File: src/rtl/cc_pkg.sv
package cc_pkg;
  // Transceiver states as seen on xcvr_state
  typedef enum logic [1:0] {
    XS_FULLRST = 2'b00,
    XS_ACTING  = 2'b01,
    XS_ACTIVE  = 2'b10,
    XS_DEACTING = 2'b11
  } xcvr_st_e;

  // Field positions inside a stored register (byte bits minus the select bits)
  localparam int unsigned SEL_BITS  = 2;
  localparam int unsigned A_STAT_HI = 7 - SEL_BITS;
  localparam int unsigned A_STAT_LO = 6 - SEL_BITS;
  localparam int unsigned A_SFRST   = 5 - SEL_BITS;
  localparam int unsigned A_BSWAP   = 4 - SEL_BITS;
  localparam int unsigned A_CRC     = 3 - SEL_BITS;
  localparam int unsigned A_START   = 2 - SEL_BITS;
  localparam int unsigned B_DIAG_HI = 7 - SEL_BITS;
  localparam int unsigned B_DIAG_LO = 4 - SEL_BITS;
  localparam int unsigned B_ADC     = 3 - SEL_BITS;
  localparam int unsigned B_MSWAP   = 2 - SEL_BITS;
endpackage

File: src/rtl/cc_reg_bank.sv
module cc_reg_bank #(
  parameter int unsigned BYTE_W = 8,
  parameter int unsigned SEL_W  = 2,
  parameter int unsigned NREG   = 2,
  localparam int unsigned PAY_W = BYTE_W - SEL_W
) (
  input  logic                        clk,
  input  logic                        rst_n,
  input  logic                        wr,
  input  logic [BYTE_W-1:0]           data,
  output logic [NREG-1:0]             hit,
  output logic [NREG-1:0][PAY_W-1:0]  q
);
  logic [SEL_W-1:0] sel;
  logic [PAY_W-1:0] pay;
  assign sel = data[SEL_W-1:0];
  assign pay = data[BYTE_W-1:SEL_W];

  for (genvar g = 0; g < NREG; g++) begin : g_reg
    assign hit[g] = wr && (sel == SEL_W'(g));
    always_ff @(posedge clk) begin
      if (!rst_n)      q[g] <= '0;
      else if (hit[g]) q[g] <= pay;
    end
  end
endmodule

File: src/rtl/cc_edge_req.sv
module cc_edge_req #(
  parameter bit RISING = 1'b1
) (
  input  logic clk,
  input  logic rst_n,
  input  logic wr,
  input  logic old_bit,
  input  logic new_bit,
  input  logic qual,
  output logic req
);
  logic edge_seen;
  if (RISING) begin : g_rise
    assign edge_seen = !old_bit && new_bit;
  end else begin : g_fall
    assign edge_seen = old_bit && !new_bit;
  end

  always_ff @(posedge clk) begin
    if (!rst_n) req <= 1'b0;
    else        req <= wr && edge_seen && qual;
  end
endmodule

File: src/rtl/cc_frame_sync.sv
module cc_frame_sync #(
  parameter int unsigned STAT_W = 2
) (
  input  logic              clk,
  input  logic              rst_n,
  input  logic              strb,
  input  logic              arm,
  input  logic [STAT_W-1:0] stat_next,
  output logic [STAT_W-1:0] stat_sel,
  output logic              sf_reset
);
  logic pend_q;

  always_ff @(posedge clk) begin
    if (!rst_n) begin
      pend_q   <= 1'b0;
      stat_sel <= '0;
      sf_reset <= 1'b0;
    end else begin
      sf_reset <= strb && pend_q;
      if (strb) stat_sel <= stat_next;
      if (arm)       pend_q <= 1'b1;
      else if (strb) pend_q <= 1'b0;
    end
  end
endmodule

File: src/rtl/ctl_chan_regs.sv
module ctl_chan_regs
  import cc_pkg::*;
#(
  parameter int unsigned BYTE_W = 8,
  parameter int unsigned STAT_W = 2,
  parameter int unsigned DIAG_W = 4
) (
  input  logic              clk,
  input  logic              rst_n,
  input  logic              cc_valid,
  output logic              cc_ready,
  input  logic [BYTE_W-1:0] cc_data,
  input  logic              frame_strb,
  input  logic              lt_mode,
  input  logic [1:0]        xcvr_state,
  output logic [STAT_W-1:0] stat_sel,
  output logic              sf_reset,
  output logic              b_swap,
  output logic              crc_corrupt,
  output logic              line_start,
  output logic              act_req,
  output logic              deact_req,
  output logic              adc_gain,
  output logic              mode_swap,
  output logic [DIAG_W-1:0] diag_code
);
  localparam int unsigned NREG  = 2;
  localparam int unsigned PAY_W = BYTE_W - SEL_BITS;
  localparam int unsigned REG_A = 0;
  localparam int unsigned REG_B = 1;

  logic                       rdy_q;
  logic                       wr;
  logic [NREG-1:0]            hit;
  logic [NREG-1:0][PAY_W-1:0] regs_q;
  logic [PAY_W-1:0]           new_pay;
  logic                       sf_arm;

  always_ff @(posedge clk) begin
    if (!rst_n) rdy_q <= 1'b0;
    else        rdy_q <= 1'b1;
  end
  assign cc_ready = rdy_q;
  assign wr       = cc_valid && rdy_q;
  assign new_pay  = cc_data[BYTE_W-1:SEL_BITS];

  cc_reg_bank #(.BYTE_W(BYTE_W), .SEL_W(SEL_BITS), .NREG(NREG)) u_bank (
    .clk(clk), .rst_n(rst_n), .wr(wr), .data(cc_data), .hit(hit), .q(regs_q)
  );

  cc_edge_req #(.RISING(1'b1)) u_act (
    .clk(clk), .rst_n(rst_n), .wr(hit[REG_A]),
    .old_bit(regs_q[REG_A][A_START]), .new_bit(new_pay[A_START]),
    .qual(xcvr_state == XS_FULLRST), .req(act_req)
  );

  cc_edge_req #(.RISING(1'b0)) u_deact (
    .clk(clk), .rst_n(rst_n), .wr(hit[REG_A]),
    .old_bit(regs_q[REG_A][A_START]), .new_bit(new_pay[A_START]),
    .qual(xcvr_state == XS_ACTIVE), .req(deact_req)
  );

  assign sf_arm = hit[REG_A] && lt_mode &&
                  regs_q[REG_A][A_SFRST] && !new_pay[A_SFRST];

  cc_frame_sync #(.STAT_W(STAT_W)) u_sync (
    .clk(clk), .rst_n(rst_n), .strb(frame_strb), .arm(sf_arm),
    .stat_next(regs_q[REG_A][A_STAT_HI:A_STAT_LO]),
    .stat_sel(stat_sel), .sf_reset(sf_reset)
  );

  assign b_swap      = regs_q[REG_A][A_BSWAP];
  assign crc_corrupt = regs_q[REG_A][A_CRC];
  assign line_start  = regs_q[REG_A][A_START];
  assign diag_code   = regs_q[REG_B][B_DIAG_HI:B_DIAG_LO];
  assign adc_gain    = regs_q[REG_B][B_ADC];
  assign mode_swap   = regs_q[REG_B][B_MSWAP];
endmodule

File: config.mk
export PLATFORM = sky130hd
export DESIGN_NAME = ctl_chan_regs
export DESIGN_NICKNAME = d
export VERILOG_FILES = /design/src/rtl/cc_pkg.sv /design/src/rtl/cc_reg_bank.sv /design/src/rtl/cc_edge_req.sv /design/src/rtl/cc_frame_sync.sv /design/src/rtl/ctl_chan_regs.sv
export SDC_FILE = /design/constraint.sdc
export NUM_CORES = 1
export LEC_CHECK = 0
export BUFFER_PORTS_ARGS = -buffer_cell sky130_fd_sc_hd__buf_2
export CAP_MARGIN = 20
export CORE_MARGIN = 2
export CORE_UTILIZATION = 46
export CTS_CLUSTER_SIZE = 14
export DETAILED_ROUTE_END_ITERATION = 12
export PLACE_DENSITY = 0.76
export SKIP_CTS_REPAIR_TIMING = 1
export SYNTH_ARGS = -nofsm -noshare
export SYNTH_HDL_FRONTEND = slang
export SYNTH_SLANG_ARGS = --single-unit
File: constraint.sdc
create_clock -name clk -period 1.6 [get_ports clk]
set_clock_uncertainty 0.15 [all_clocks]
set_input_delay 0.32 -clock clk [delete_from_list [all_inputs] [get_ports clk]]
set_output_delay 0.32 -clock clk [all_outputs]
set_load 0.005 [all_outputs]
* Yosys cells after proc, flatten, opt, wreduce, memory -nomap -nowiden
Index checks and enable logic that the tools add are counted.
** Operators by class
- Eq/ne operators :: 2
- Muxes and demuxes :: 3
- Reduce and logical (&&, ||, !) cells :: 19
** Operators with widths (number)
- $logic_and A1 B1 Y1 :: 13
- $logic_not A2 Y1 :: 2
- $logic_not A1 Y1 :: 3
- $mux W1 :: 3
- $eq A2 B1 Y1 const B :: 1
- $eq A2 B2 Y1 const B :: 1
- $reduce_bool A2 Y1 :: 1
** Word-level totals
- Bits in registers :: 19
- Input port bits :: 15
- Logic and storage cells :: 32

* Longest topological paths before layout
Gate-level depths: netlist of the first run.
- Depth in word-level cells :: 6
- Gate-level depth with buffers :: 3

* Cells and area by module
Synthesis of the first run repeated with hierarchy kept, for this count alone.
** Second synthesis, totals
- Cells, all modules :: 72
- Area total of the unflattened synthesis :: 728.2 um^2
** Modules (own cells, without submodules)
- cc_reg_bank :: instances 1, cells an instance 48, area an instance 478.0 um^2, seq. area each 240.2 um^2
- cc_frame_sync :: instances 1, cells an instance 11, area an instance 133.9 um^2, seq. area each 80.1 um^2
- cc_edge_req :: instances 2, cells an instance 4, area an instance 35.0 um^2, seq. area each 20.0 um^2
- ctl_chan_regs :: instances 1, cells an instance 5, area an instance 46.3 um^2, seq. area each 20.0 um^2

* Worst setup path before layout of the first run
OpenSTA, ideal clock, no wires.
- Path kind :: register to register
- Start :: register rdy_q, in the netlist cc_ready
- End :: register u_bank.q[1] in the netlist's numbering
- Library setup time :: 72 ps
- Arrival :: 930 ps
- Data required time :: 1378 ps
- Path slack :: 448 ps
- Cell stages (with the launch flop) :: 4
- Buffers on the path :: 1
- Clock period less this slack :: 1152 ps
- Cells stage by stage :: dfxtp_1 > and4bb_1 > buf_6 > mux2i_1
** On the way
- Longest elaborated chain between the ends :: 2
** Ends and longest elaborated chain
- start, declared :: line ctl_chan_regs.sv:32 : logic rdy_q;
- start signal, assigned :: line ctl_chan_regs.sv:40 : if (!rst_n) rdy_q <= 1'b0;
- start signal, assigned :: line ctl_chan_regs.sv:41 : else rdy_q <= 1'b1;
- $logic_and A1 B1 Y1 :: line ctl_chan_regs.sv:44 : assign wr = cc_valid && rdy_q;
- $logic_and A1 B1 Y1 :: line cc_reg_bank.sv:20 : assign hit[g] = wr && (sel == SEL_W'(g));
- end signal, assigned by index :: line cc_reg_bank.sv:23 : else if (hit[g]) q[g] <= pay;
- end, declared :: line cc_reg_bank.sv:12 : output logic [NREG-1:0][PAY_W-1:0] q
Every way passes these cells.
A chain may end at the register's enable or synchronous reset.

* Final worst setup path of the first run
- Start :: register rdy_q, in the netlist cc_ready
- End :: output port cc_ready
** RTL lines
- end, declared :: line ctl_chan_regs.sv:11 : output logic cc_ready,
No word-level cell between the ends.

==> results of run 1 <==
final cells by class:
cell class	count	area share
clock buffer	3	0.02446
clock inverter	1	0.005435
multi-input combinational	46	0.3696
sequential	19	0.4130
tap	16	0.02174
timing repair buffer	30	0.1658
power breakdown:
group / total (uW) / switching (uW) / internal (uW) / leakage [uW]
registers: 487 / 5.95 / 481 / 0.000154
logic: 70.3 / 34.5 / 35.8 / 0.000305
clock network: 235 / 142 / 92.9 / 0.0000177
state kept, by name, indices dropped and copies added, names as in the netlist:
register	count
u_deact.req	1
u_sync.stat_sel	2
u_sync.sf_reset	1
u_bank.q	12
cc_ready	1
u_sync.pend_q	1
u_act.req	1
layout by cell type, fill, tap and decap left out:
| cell | instances |
|---|---|
| and3_1 | 1 |
| and4bb_1 | 1 |
| buf_2 | 29 |
| buf_4 | 1 |
| clkbuf_4 | 3 |
| clkinv_2 | 1 |
| dfxtp_1 | 19 |
| mux2i_1 | 14 |
| nand2_1 | 19 |
| nand2b_1 | 2 |
| nand3b_1 | 1 |
| nand4b_1 | 1 |
| nand4b_4 | 1 |
| nand4bb_4 | 1 |
| nor2b_1 | 2 |
| nor4_1 | 2 |
| o21ai_0 | 1 |
layer usage:
layer,GRT usage,share of wire
met2,0.2543,0.51
met3,0.02400,0.052
met1,0.1900,0.44
met4,0.03529,0
met5,0,0
logic make-up (layout without fill, tap and decap cells):
kind of cell | Yosys count | in the layout | synth area share
AO/OA/AOI/OAI | 1 | 1 | 0.006477
buffers and inverters | 7 | 34 | 0.06645
flip-flops | 19 | 19 | 0.4927
multiplexers | 14 | 14 | 0.1815
AND/OR/NAND/NOR | 31 | 31 | 0.2528
through the flow:
stage,worst slack (ns),cells,cell area [um^2]
detailed placement,0.3040,111,893.4
CTS,0.2116,115,920.9
global placement,0.3325,111,893.4
floorplan,0.4484,72,772.0
global route,0.1599,115,920.9
finish,0.2215,115,920.9
worst min-delay path by stage:
stage                     slack (ns)  cells past startpoint                startpoint                       end
after global placement          0.29                      2  u_bank.q[3]$_SDFFE_PN0P_  u_bank.q[3]$_SDFFE_PN0P_
after floorplan                 0.20                      0                     rst_n          cc_ready$_DFF_P_
after CTS                       0.05                      2             xcvr_state[1]      u_act.req$_SDFF_PN0_
final                           0.05                      2             xcvr_state[1]      u_act.req$_SDFF_PN0_
after detailed placement        0.30                      2  u_bank.q[1]$_SDFFE_PN0P_  u_bank.q[1]$_SDFFE_PN0P_
after global routing            0.06                      2             xcvr_state[1]      u_act.req$_SDFF_PN0_
==> results.cfg, run 1 <==
[cells_and_area]
nNetsFinal = 115
seq_area_um2 = 380.4
multi_input_area_um2 = 340.3
layout-drive-gt1-share = 0.3636
fillCellCount = 140
antennaDiodeCount = 0
area_delta_synth_final_pct = 19.29
final_core_util = 0.5974

[timing]
setup_viol = 0
fmax_mhz = 725.4
grt_setup_unrepaired = false
fin_crit_sh = 0.8616
tightest_slew_ns = 0.3411
drv_slew = 0
relSlewSlack = 0.7726
fin_tns_setup_ns = 0
min_period_ns = 1.379
hold_viol = 0
holdWs_ns = 0.05242

[worst_setup_path]
cp_num_buf_inv = 1
worstSetupEndpoint = cc_ready
timing.rr.end = u_bank.q[3]$_SDFFE_PN0P_
critical_path_class = register to primary output
rr_worst_depth = 2
end_kind = primary output
startpoint_type = register
r2r_start = cc_ready$_DFF_P_
path_depth = 1
critical_path.top_delay_family = flip-flops
worstPathRequired_ns = 1.13
crit_chain = buf_2
cp-startpoint = cc_ready$_DFF_P_
cp_slowest_cell = dfxtp_1
rrSetupSlack_ns = 0.35
cp_max_fo = 4
worstPathArrival_ns = 0.91
max_stage_delay_ns = 0.46

[detailed_routing]
vias = 580
postRouteAntennaNets = 0
totalWireLength_mm = 1.317
avgRoutedWirePerCell_um = 11.45
drtPass1Iterations = 4
avgViaCountPerCell = 5.043
drt_iter0_drc = 5
drc_errors = 0

[floorplanning]
row_count = 14
die-area_mm2 = 0.002022
io_pins = 30
die_h_um = 44.97
initial_core_util = 0.5008
core-area_mm2 = 0.001541
die_w_um = 44.97

[clocking]
cts_tree = built
htreeDepth = 1
path_clk_slew_ns = 0.10
cts_buffer_depth = 2
cts_root_buf = clkbuf_4
cts_buffers = 3
worstSkewPairLatency_ns = 0.28
cts.sinks = 19

[grt]
grt_use_total = 0.1469
grt_antenna_before_repair = 0
grt_pass1_vias = 548
grt_pass1_wl_mm = 2.249
grt_start_max_net_pins = 22
grt_overflow = 0

[synth]
syn_avg_cell_area_um2 = 10.72
ys_types = 16
ys_seq_elements = 19
ys_warn_count = 0
ys_seq_area_frac = 0.4927
synth_edf_count = 0
synth_top_area_share = 0.4927
synth-main-ff-cell = dfxtp_1
synth_common_cells = 19 x dfxtp_1, 19 x nand2_1, 14 x mux2i_1
syn_area_um2 = 772.0
synth_fp_nets = 87
synthTopCellsByArea = dfxtp_1 49%, mux2i_1 18%, nand2_1 9.2%
synthCells = 72
async_flop_share = 0
yosysTopAreaCell = dfxtp_1

[run_status]
status = finished, final reports clean

[power_and_ir_drop]
irDropWorstVdd_mv = 0.5613
leakage_uw = 0.0004761
power.density_mw_per_mm2 = 860.8
p_total_uw = 792.7

[flow_run]
drv_cap = 0

[placement]
hpwlAfterDp_mm = 1.019
buffer_ports.inserted = 29
place_congestion = 0.7399

[min_path]
hp-class = primary input to register
Power figures use the tool's default switching activity.
==> run 2: changes to the inputs <==
--- a/config.mk
+++ b/config.mk
@@ -7,7 +7,7 @@
 export LEC_CHECK = 0
 export BUFFER_PORTS_ARGS = -buffer_cell sky130_fd_sc_hd__buf_2
 export CAP_MARGIN = 20
-export CORE_MARGIN = 2
+export CORE_MARGIN = 5
 export CORE_UTILIZATION = 46
 export CTS_CLUSTER_SIZE = 14
 export DETAILED_ROUTE_END_ITERATION = 12
==> constraint.sdc (replaced) <==
create_clock -name clk -period 1.6 [get_ports clk]
set_clock_uncertainty 0.15 [all_clocks]
set_input_delay 0.16 -clock clk [delete_from_list [all_inputs] [get_ports clk]]
set_output_delay 0.16 -clock clk [all_outputs]
set_load 0.005 [all_outputs]
==> results.cfg, run 2 (synthesis gave the netlist of run 1 again) <==
[timing]
hold_viol = 2
fin_crit_sh = 0.7975
tightest_slew_ns = 0.3766
drv_slew = 0
fin_tns_setup_ns = 0
min_period_ns = 1.276
grt_setup_unrepaired = false
setup_viol = 0
setup_slack_ns = 0.3241
fmax_mhz = 783.7
holdWs_ns = -0.003530
relSlewSlack = 0.7489

[worst_setup_path]
critical_path.top_delay_family = flip-flops
worstPathRequired_ns = 1.68
r2r_start = cc_ready$_DFF_P_
startpoint_type = register
rrSetupSlack_ns = 0.32
cp_max_fo = 4
path_depth = 2
critical_path_class = register to register
cp_slowest_cell = dfxtp_1
timing.rr.end = u_bank.q[2]$_SDFFE_PN0P_
end_kind = register
max_stage_delay_ns = 0.46
cp_num_buf_inv = 0
rr_worst_depth = 2
crit_chain = and4bb_1, mux2i_1
worstPathArrival_ns = 1.35

[cells_and_area]
area_delta_synth_final_pct = 27.23
layout-drive-gt1-share = 0.3238
multi_input_area_um2 = 340.3
layout_common_cells = 29 x buf_2, 19 x nand2_1, 19 x dfxtp_1
top_register = u_bank.q
fillCellCount = 139
final_common_cell = buf_2
nNetsFinal = 121
antennaDiodeCount = 0
largest_reg_flops = 12
seq_area_um2 = 380.4
reg_top3 = u_bank.q (12), u_sync.stat_sel (2)
instances_no_fill = 121

[power_and_ir_drop]
pwr-share-clk = 0.298
p_int_uw = 623.7
power.switching_uw = 185.1
leakage_uw = 0.0004978
p_comb_frac = 0.100
pwr-share-seq = 0.602
power.density_mw_per_mm2 = 823.4
sw_frac_of_total = 0.2289
irDropWorstVdd_mv = 0.4946

[clocking]
cts_tree = built
cts.sinks = 19
worstSkewPairLatency_ns = 0.29
cts_buffer_depth = 2
cts_root_buf = clkbuf_4
cts_buffers = 3
htreeDepth = 1
path_clk_slew_ns = 0.10

[floorplanning]
die_h_um = 50.97
die-area_mm2 = 0.002597
initial_core_util = 0.5008
row_count = 14
core-area_mm2 = 0.001541
io_pins = 30
die_w_um = 50.97

[min_path]
hold_path_end = u_bank.q[11]$_SDFFE_PN0P_
hp-class = primary input to register
whs_path_depth = 3
worstHoldStart = cc_data[7]

[grt]
grt_pass1_wl_mm = 2.511
grt_pass1_vias = 564
grt_overflow = 0
grt_start_max_net_pins = 26
grt_antenna_before_repair = 0
grt_use_total = 0.1234

[placement]
hpwlAfterDp_mm = 1.042
dp_slack_ns = 0.3409
dp.cells = 110
buffer_ports.inserted = 29
place_congestion = 0.6849

[detailed_routing]
avgViaCountPerCell = 4.934
postRouteAntennaNets = 0
vias = 597
drt_iter0_drc = 6
drc_errors = 0
totalWireLength_mm = 1.464
avgRoutedWirePerCell_um = 12.10
drtPass1Iterations = 2

[run_status]
status = finished with violations
violations = negative hold slack

[flow_run]
drv_cap = 0
==> run 2: power groups by stage <==
stage | combinational, uW | clock, uW | sequential (uW)
global route | 89.6 | 279 | 489
detailed placement | 68.5 | 0 | 498
global placement | 67.4 | 0 | 498
CTS | 69.1 | 249 | 487
finish | 80.9 | 241 | 487
floorplan | 38.3 | 0 | 498
==> run 2: worst reg2reg max path, cell delays in order, from the launching register on <==
cell and delay, ns:
dfxtp_1 0.46, and4bb_1 0.38, mux2i_1 0.22
==> run 2: cell type report <==
| type | count | area share |
|---|---|---|
| Sequential cell | 19 | 0.3873 |
| Multi-Input combinational cell | 46 | 0.3465 |
| Timing Repair Buffer | 36 | 0.2191 |
| Clock buffer | 4 | 0.02675 |
| Tap cell | 16 | 0.02038 |
==> run 2: per-stage QoR <==
step	hold slack [ns]	total power (uW)	utilization	instance area, um^2
2_1_floorplan	0.03772	536.4	-	772.0
3_3_place_gp	0.1941	565.2	0.5747	885.9
3_5_place_dp	0.1988	566.7	0.5747	885.9
4_1_cts	-0.1263	805.5	0.5917	912.1
5_1_grt	0.005952	856.8	0.6372	982.2
6_report	-0.003530	808.8	0.6372	982.2
==> run 2: worst max-delay path by stage <==
stage / start / slack (ns) / endpoint
2_1_floorplan: cc_ready$_DFF_P_ / 0.45 / u_bank.q[1]$_SDFFE_PN0P_
3_3_place_gp: cc_ready$_DFF_P_ / 0.40 / u_bank.q[4]$_SDFFE_PN0P_
3_5_place_dp: cc_ready$_DFF_P_ / 0.34 / u_bank.q[2]$_SDFFE_PN0P_
4_1_cts: cc_ready$_DFF_P_ / 0.31 / u_bank.q[2]$_SDFFE_PN0P_
5_1_grt: cc_ready$_DFF_P_ / 0.27 / u_bank.q[2]$_SDFFE_PN0P_
6_report: cc_ready$_DFF_P_ / 0.32 / u_bank.q[2]$_SDFFE_PN0P_
==> run 2: per-layer routing <==
layer	vias to the layer above	track usage	routed length, um
li1	308	-	-
met1	265	0.1595	668
met2	21	0.1860	633
met3	3	0.05233	138
met4	0	0.03830	23
met5	-	0	0
==> run 3: changes to the inputs <==
==> constraint.sdc (replaced) <==
create_clock -name clk -period 1.2 [get_ports clk]
set_clock_uncertainty 0.15 [all_clocks]
set_input_delay 0.12 -clock clk [delete_from_list [all_inputs] [get_ports clk]]
set_output_delay 0.12 -clock clk [all_outputs]
set_load 0.005 [all_outputs]
==> results.cfg, run 3 (synthesis gave the netlist of run 1 again) <==
[cells_and_area]
largest_reg_flops = 12
layout-drive-gt1-share = 0.3545
fillCellCount = 111
seq_area_um2 = 381.6
area_delta_synth_final_pct = 35.33
antennaDiodeCount = 0
reg_top3 = u_bank.q (12), u_sync.stat_sel (2)
nNetsFinal = 126
multi_input_area_um2 = 355.3
layout_common_cells = 29 x buf_2, 19 x nand2_1, 18 x dfxtp_1
final_common_cell = buf_2
top_register = u_bank.q
final_core_util = 0.6778

[worst_setup_path]
worstSetupEndpoint = u_bank.q[5]$_SDFFE_PN0P_
cp-startpoint = cc_ready$_DFF_P_
critical_path_class = register to register
r2r_start = cc_ready$_DFF_P_
worstPathRequired_ns = 1.24
cp_max_fo = 5
timing.rr.end = u_bank.q[5]$_SDFFE_PN0P_
rrSetupSlack_ns = 0.06
end_kind = register
rr_worst_depth = 4
startpoint_type = register
worstPathArrival_ns = 1.19

[clocking]
cts_buffer_depth = 2
cts.sinks = 19
cts_root_buf = clkbuf_4
htreeDepth = 1
cts_tree = built
path_clk_slew_ns = 0.10
worstSkewPairLatency_ns = 0.29
cts_buffers = 3

[power_and_ir_drop]
irDropWorstVdd_mv = 0.6209
leakage_uw = 0.0005246
power.density_mw_per_mm2 = 1046

[floorplanning]
core-area_mm2 = 0.001541
io_pins = 30
die_h_um = 50.97
row_count = 14
die-area_mm2 = 0.002597
initial_core_util = 0.5008
die_w_um = 50.97

[flow_run]
drv_cap = 0

[detailed_routing]
drt_iter0_drc = 3
postRouteAntennaNets = 0
vias = 625
avgViaCountPerCell = 4.960
totalWireLength_mm = 1.469
drtPass1Iterations = 4
avgRoutedWirePerCell_um = 11.66
drc_errors = 0

[timing]
tightest_slew_ns = 0.3021
min_period_ns = 1.142
holdWs_ns = -0.01348
fin_crit_sh = 0.9517
fmax_mhz = 875.6
relSlewSlack = 0.7986
fin_tns_setup_ns = 0
hold_viol = 1
drv_slew = 0
setup_viol = 0

[placement]
buffer_ports.inserted = 29
hpwlAfterDp_mm = 1.073
place_congestion = 0.6823

[run_status]
status = finished with violations
violations = negative hold slack

[grt]
grt_pass1_wl_mm = 2.456
grt_antenna_before_repair = 0
grt_use_total = 0.1211
grt_overflow = 0
grt_start_max_net_pins = 21
grt_pass1_vias = 569

[min_path]
hp-class = primary input to register
## run 3: cell type report
cell class / count / share of cell area
sequential: 19 / 0.3653
multi-input combinational: 46 / 0.3401
clock buffer: 4 / 0.02515
timing repair buffer: 41 / 0.2503
tap: 16 / 0.01916
## run 3: report_power, final
part | switching, uW | total (uW) | internal [uW]
registers | 5.74 | 648 | 642
clock network | 188 | 318 | 129
logic | 55.8 | 127 | 71.5
total | 250 | 1090 | 843
## run 3: worst min-delay path by stage
stage	slack, ns	depth (start not counted)	end	startpoint
after floorplan	-0.002	0	cc_ready$_DFF_P_	rst_n
after global placement	0.15	2	u_act.req$_SDFF_PN0_	xcvr_state[1]
after global routing	0.02	3	u_sync.pend_q$_SDFFE_PN0P_	lt_mode
after detailed placement	0.16	2	u_act.req$_SDFF_PN0_	xcvr_state[1]
after CTS	-0.16	2	u_act.req$_SDFF_PN0_	xcvr_state[1]
final	-0.01	3	u_sync.pend_q$_SDFFE_PN0P_	lt_mode
## run 3: metal layers
metal	share of wire	track usage	up-vias	wire length [um]
li1	-	-	320	-
met1	0.43	0.1598	278	638
met2	0.46	0.1798	25	675
met3	0.097	0.04070	2	143
met4	0.0082	0.05106	0	12
met5	0	0	-	0
## run 3: per-stage QoR
step	worst slack (ns)	cell area (um^2)	total power [uW]	instances
floorplan	0.04835	772.0	715.2	72
global placement	0.08768	900.9	758.6	112
detailed placement	0.01928	900.9	760.6	112
CTS	-0.001905	927.1	1072	116
global route	-0.008044	1045	1142	126
finish	0.05794	1045	1093	126
## run 3: worst max-delay path, stage by stage, from the launching register on
cell and delay [ns]:
dfxtp_2 0.34, buf_6 0.11, nand4bb_4 0.16, buf_4 0.18
mux2i_1 0.10
